--- config.mk ---
export PLATFORM = sky130hd
export DESIGN_NAME = sysref_distrib
export DESIGN_NICKNAME = d
export VERILOG_FILES = /design/src/rtl/sysref_pkg.sv /design/src/rtl/sref_pin_sync.sv /design/src/rtl/sref_bit_edge.sv /design/src/rtl/sref_count.sv /design/src/rtl/sysref_distrib.sv
export SDC_FILE = /design/constraint.sdc
export NUM_CORES = 1
export LEC_CHECK = 0
export CORE_AREA = 2 2 39 41
export CTS_CLUSTER_DIAMETER = 80
export CTS_CLUSTER_SIZE = 14
export DETAILED_ROUTE_END_ITERATION = 10
export DIE_AREA = 0 0 41 43
export GPL_TIMING_DRIVEN = 0
export PLACE_DENSITY = 0.66
export SLEW_MARGIN = 20
export SYNTH_ARGS = -nofsm -noshare
export SYNTH_HDL_FRONTEND = slang
export SYNTH_SLANG_ARGS = --single-unit
export TNS_END_PERCENT = 100
--- constraint.sdc ---
create_clock -name clk -period 2.1 [get_ports clk]
set_input_delay 0.42 -clock clk [delete_from_list [all_inputs] [get_ports clk]]
set_output_delay 0.42 -clock clk [all_outputs]
set_load 0.02 [all_outputs]
--- src/rtl/sysref_pkg.sv ---
package sysref_pkg;
  localparam int CFG_W = 3;

  typedef struct packed {
    logic mask_nco;
    logic mask_div;
    logic assert_bit;
  } sref_cfg_t;
endpackage

--- src/rtl/sref_pin_sync.sv ---
module sref_pin_sync #(
  parameter int STAGES = 2
) (
  input  logic clk,
  input  logic rst,
  input  logic pin_i,
  output logic rise_o
);
  logic [STAGES-1:0] sync_q;
  logic              last_q;

  genvar g;
  generate
    for (g = 0; g < STAGES; g++) begin : g_stage
      if (g == 0) begin : g_first
        always_ff @(posedge clk) begin
          if (rst) sync_q[0] <= 1'b0;
          else     sync_q[0] <= pin_i;
        end
      end else begin : g_next
        always_ff @(posedge clk) begin
          if (rst) sync_q[g] <= 1'b0;
          else     sync_q[g] <= sync_q[g-1];
        end
      end
    end
  endgenerate

  always_ff @(posedge clk) begin
    if (rst) last_q <= 1'b0;
    else     last_q <= sync_q[STAGES-1];
  end

  assign rise_o = sync_q[STAGES-1] & ~last_q;

  a_r2_single_rise: assert property (@(posedge clk) disable iff (rst)
    rise_o |=> !rise_o);
endmodule

--- src/rtl/sref_bit_edge.sv ---
module sref_bit_edge (
  input  logic clk,
  input  logic rst,
  input  logic level_i,
  output logic rise_o
);
  logic dly_q;

  always_ff @(posedge clk) begin
    if (rst) dly_q <= 1'b0;
    else     dly_q <= level_i;
  end

  assign rise_o = level_i & ~dly_q;

  a_r3_bit_rise_once: assert property (@(posedge clk) disable iff (rst)
    rise_o |=> !rise_o);
endmodule

--- src/rtl/sref_count.sv ---
module sref_count #(
  parameter int SKIP  = 2,
  localparam int CNT_MAX = SKIP + 1,
  localparam int CNT_W   = $clog2(CNT_MAX + 1)
) (
  input  logic             clk,
  input  logic             rst,
  input  logic             clr_i,
  input  logic             hit_i,
  output logic             pass_o,
  output logic [CNT_W-1:0] cnt_o
);
  logic [CNT_W-1:0] cnt_q;
  logic [CNT_W-1:0] base;
  logic [CNT_W-1:0] cnt_d;

  always_comb begin
    base   = clr_i ? '0 : cnt_q;
    pass_o = hit_i && (base >= CNT_W'(SKIP));
    cnt_d  = base;
    if (hit_i && (base != CNT_W'(CNT_MAX))) cnt_d = base + 1'b1;
  end

  always_ff @(posedge clk) begin
    if (rst) cnt_q <= '0;
    else     cnt_q <= cnt_d;
  end

  assign cnt_o = cnt_q;

  a_r8_saturate: assert property (@(posedge clk) disable iff (rst)
    (cnt_q == CNT_W'(CNT_MAX)) && !clr_i |=> cnt_q == CNT_W'(CNT_MAX));
  a_r9_clear: assert property (@(posedge clk) disable iff (rst)
    clr_i |=> cnt_q <= CNT_W'(1));
  a_r8_step: assert property (@(posedge clk) disable iff (rst)
    !clr_i |=> (cnt_q == $past(cnt_q)) || (cnt_q == $past(cnt_q) + 1'b1));
endmodule

--- src/rtl/sysref_distrib.sv ---
module sysref_distrib #(
  parameter int SYNC_STAGES = 2,
  parameter int NCO_SKIP    = 2,
  localparam int CNT_W      = $clog2(NCO_SKIP + 2)
) (
  input  logic                        clk,
  input  logic                        rst,
  input  logic                        sysref_pin,
  input  logic                        cfg_wr,
  input  logic [sysref_pkg::CFG_W-1:0] cfg_wdata,
  input  logic                        cnt_clr,
  output logic                        div_rst_o,
  output logic                        nco_rst_o,
  output logic                        lmfc_rst_o,
  output logic [CNT_W-1:0]            asrt_count
);
  import sysref_pkg::*;

  sref_cfg_t  cfg_q;
  logic       pin_rise;
  logic       bit_rise;
  logic       hit;
  logic       pass;
  logic [CNT_W-1:0] cnt;

  always_ff @(posedge clk) begin
    if (rst)         cfg_q <= '0;
    else if (cfg_wr) cfg_q <= sref_cfg_t'(cfg_wdata);
  end

  sref_pin_sync #(.STAGES(SYNC_STAGES)) u_pin (
    .clk(clk), .rst(rst), .pin_i(sysref_pin), .rise_o(pin_rise)
  );

  sref_bit_edge u_bit (
    .clk(clk), .rst(rst), .level_i(cfg_q.assert_bit), .rise_o(bit_rise)
  );

  assign hit = pin_rise | bit_rise;

  sref_count #(.SKIP(NCO_SKIP)) u_cnt (
    .clk(clk), .rst(rst), .clr_i(cnt_clr), .hit_i(hit),
    .pass_o(pass), .cnt_o(cnt)
  );

  always_ff @(posedge clk) begin
    if (rst) begin
      div_rst_o  <= 1'b0;
      nco_rst_o  <= 1'b0;
      lmfc_rst_o <= 1'b0;
    end else begin
      div_rst_o  <= hit  & ~cfg_q.mask_div;
      nco_rst_o  <= pass & ~cfg_q.mask_nco;
      lmfc_rst_o <= pass & ~cfg_q.mask_nco;
    end
  end

  assign asrt_count = cnt;

  a_r11_div_width: assert property (@(posedge clk) disable iff (rst)
    div_rst_o |=> !div_rst_o);
  a_r11_nco_width: assert property (@(posedge clk) disable iff (rst)
    nco_rst_o |=> !nco_rst_o);
  a_r4_div_mask: assert property (@(posedge clk) disable iff (rst)
    div_rst_o |-> !$past(cfg_q.mask_div));
  a_r7_nco_mask: assert property (@(posedge clk) disable iff (rst)
    (nco_rst_o || lmfc_rst_o) |-> !$past(cfg_q.mask_nco));
  a_r5_nco_gate: assert property (@(posedge clk) disable iff (rst)
    nco_rst_o |-> ($past(cnt) >= CNT_W'(NCO_SKIP)) && !$past(cnt_clr));
  a_r6_pair: assert property (@(posedge clk) disable iff (rst)
    nco_rst_o == lmfc_rst_o);
endmodule

==> results.ini <==
[run_status]
status=completed

[cells_and_area]
design_area_um2=617
seq_area_um2=220
antennaDiodeCount=0
drive_gt1_share_pct=20.4
multiInputGateArea_um2=215
syn2layout_area_growth_pct=36.9
nets=64
fillers=141

[floorplanning]
dieArea_um2=1760
die_w_um=41
io_pins=13
initial_utilization_pct=32.5
num_rows=14
coreArea_um2=1380
die_h_um=43

[cts]
cts_buffers=3
cts_buffer_depth=2
clkLatencyLatePin_ns=0.27
postCtsHoldBufs=0
cts_resized=0
cts_setup_buffers=0
htree_levels=1
root_buffer=clkbuf_4
tritoncts=yes
path_clk_slew_ns=0.07
cts.sinks=11

[job]
cap_violations=0

[global_routing]
grt_antenna_before_repair=0
grt_max_degree=11
grt-ovfl-total=0
grt_pass1_wl_um=1170
grt_pass1_vias=285
globalRouteTotalUtil_pct=11.1

[yosys]
yosys_warnings=0
syn_area_um2=450
ys_seq_area_share_pct=48.9
async_flop_share_pct=0
synth_top_area_share_pct=48.9
ys.flop_type=dfxtp_1
synthCells=38
synth_edf_count=0
ys_types=14
synth_area_leaders=dfxtp_1 49%, mux2i_1 8.9%, nor2b_1 8.3%, nor4b_4 5.3%, nand2b_1 4.2%
synth_most_common_cell=dfxtp_1
syn_area_per_cell_um2=11.9
synth_top_area_cell=dfxtp_1
synth_commonest_cells=11 x dfxtp_1, 6 x nor2b_1, 4 x mux2i_1, 4 x nor2_1, 3 x nand2b_1
synth_fp_nets=47
synth_seq_cells=11

[route]
vias_per_cell=4.34
first_pass_iters=3
ant_nets=0
vias=304
route.detailed.drc=0
routedWlPerCell_um=9.27
detail_route.iter0.violations=2
drt_wl_total_um=649

[sta]
hold_viol_final=0
worst_pin_slew_ns=0.241
setup_viol=0
maxSlewViolCount=0
max_freq_mhz=589
fin_crit_ns=1.70
setup_slack_ns=0.403
rsz0062_at_grt=no
skew_ns=0.000364
relSlewSlack_pct=83.9
post-route-period-util_pct=80.8
totalNegativeSetupSlack_ns=0

[critical_path]
r2r_setup_slack_ns=0.84
endpoint_kind=primary output
path_class=reg -> out
crit_required_ns=1.68
cp_max_fo=2
cp_cell_sequence=buf_4 -> clkdlybuf4s50_1
r2r_cells=4
arrival_ns=1.28
cp_slowest_stage_delay_ns=0.58
r2r_start=u_cnt.cnt_o[1]
worst_setup_path_start_kind=flip-flop
worst_path_max_delay_cell=clkdlybuf4s50_1
r2r-end=u_cnt.cnt_o[0]

[power]
power_frac_comb_pct=13.1
power-per-cell-area_nw_per_um2=687
seqPwrFrac_pct=52.5
ir_drop_mv=0.329
swShare_pct=23.1
power.internal_w=0.000326
switching_power_w=0.0000981
p_leak_nw=0.242
p_clk_share_pct=34.5

[placed_design]
numPortBuffers=12
pre_cts_slack_ns=0.315
gp_congestion=0.575
place_area_um2=591

[worst_hold_path]
whs_path_depth=1
hp-start=cfg_q[1]
hp-class=reg -> reg
min_to=div_rst_o

==> power by group through the flow <==
| stage | Sequential (W) | Combinational [W] | Clock, W |
|---|---|---|---|
| after detailed placement | 0.000227 | 0.0000558 | 0 |
| after floorplan | 0.000230 | 0.0000289 | 0 |
| after global routing | 0.000224 | 0.0000601 | 0.000163 |
| final | 0.000222 | 0.0000555 | 0.000146 |
| after global placement | 0.000227 | 0.0000553 | 0 |
| after CTS | 0.000223 | 0.0000561 | 0.000154 |
==> registers in the layout (all words and copies together) (netlist names) <==
name,count
div_rst_o,1
u_cnt.cnt_o,2
u_pin.sync_q,2
u_pin.last_q,1
cfg_q,3
lmfc_rst_o,1
u_bit.dly_q,1
==> cells by family after synthesis <==
logic type,Yosys count,share of synthesized area (%)
and+or+nand+nor,18,29.2
muxes,5,12.2
AOI/OAI and AO/OA,1,3.61
DFF,11,48.9
buffers and inverters,2,3.33
adders and majority gates,1,2.78
==> layout by cell type (no fill, tap or decap) <==
master and instances:
clkdlybuf4s50_1 12, dfxtp_1 11, nor2b_1 6, mux2i_1 4, nor2_1 4, nand2b_1 3, clkbuf_4 3, buf_4 2
nand2b_4 1, a21oi_4 1, mux2_4 1, nor2b_2 1, and2_4 1, nor3_1 1, nor4b_4 1, ha_1 1
clkbuf_1 1
==> worst max-delay path, delay by kind of cell (launching register included) <==
family | cells | cell delay (ns)
buf+inv | 2 | 0.68
flops | 1 | 0.33
==> cell type report <==
type	instances	share of cell area (%)
plain buffers	2	2.43
clock buffers	4	4.26
multi-input cells	25	34.9
flip-flops and latches	11	35.7
well taps	16	3.25
repair buffers	12	19.5
==> metal layers <==
layer | part of all wire [%] | up-vias | global-route usage (%)
met2 | 45 | 11 | 14.4
met1 | 43 | 135 | 12.1
li1 | - | 154 | -
met3 | 6.5 | 4 | 3.14
met4 | 5.4 | 0 | 14.0
met5 | 0 | - | 0
==> worst max-delay path by stage <==
stage,to,start,slack (ns)
floorplan,u_cnt.cnt_o[0],u_cnt.cnt_o[1],0.80
global placement,u_cnt.cnt_o[0],cnt_clr,0.31
detailed placement,u_cnt.cnt_o[0],cnt_clr,0.31
CTS,nco_rst_o,lmfc_rst_o,0.39
global route,nco_rst_o,lmfc_rst_o,0.34
finish,nco_rst_o,lmfc_rst_o,0.40
==> metrics by stage <==
step	utilization (%)	total power [W]	hold WS, ns	std cells
floorplan	-	0.000259	0.398	38
global placement	42.7	0.000283	0.417	66
detailed placement	42.7	0.000283	0.417	66
CTS	44.6	0.000433	0.428	70
global route	44.6	0.000447	0.463	70
finish	44.6	0.000424	0.428	70
(Power assumes the default switching activity.)
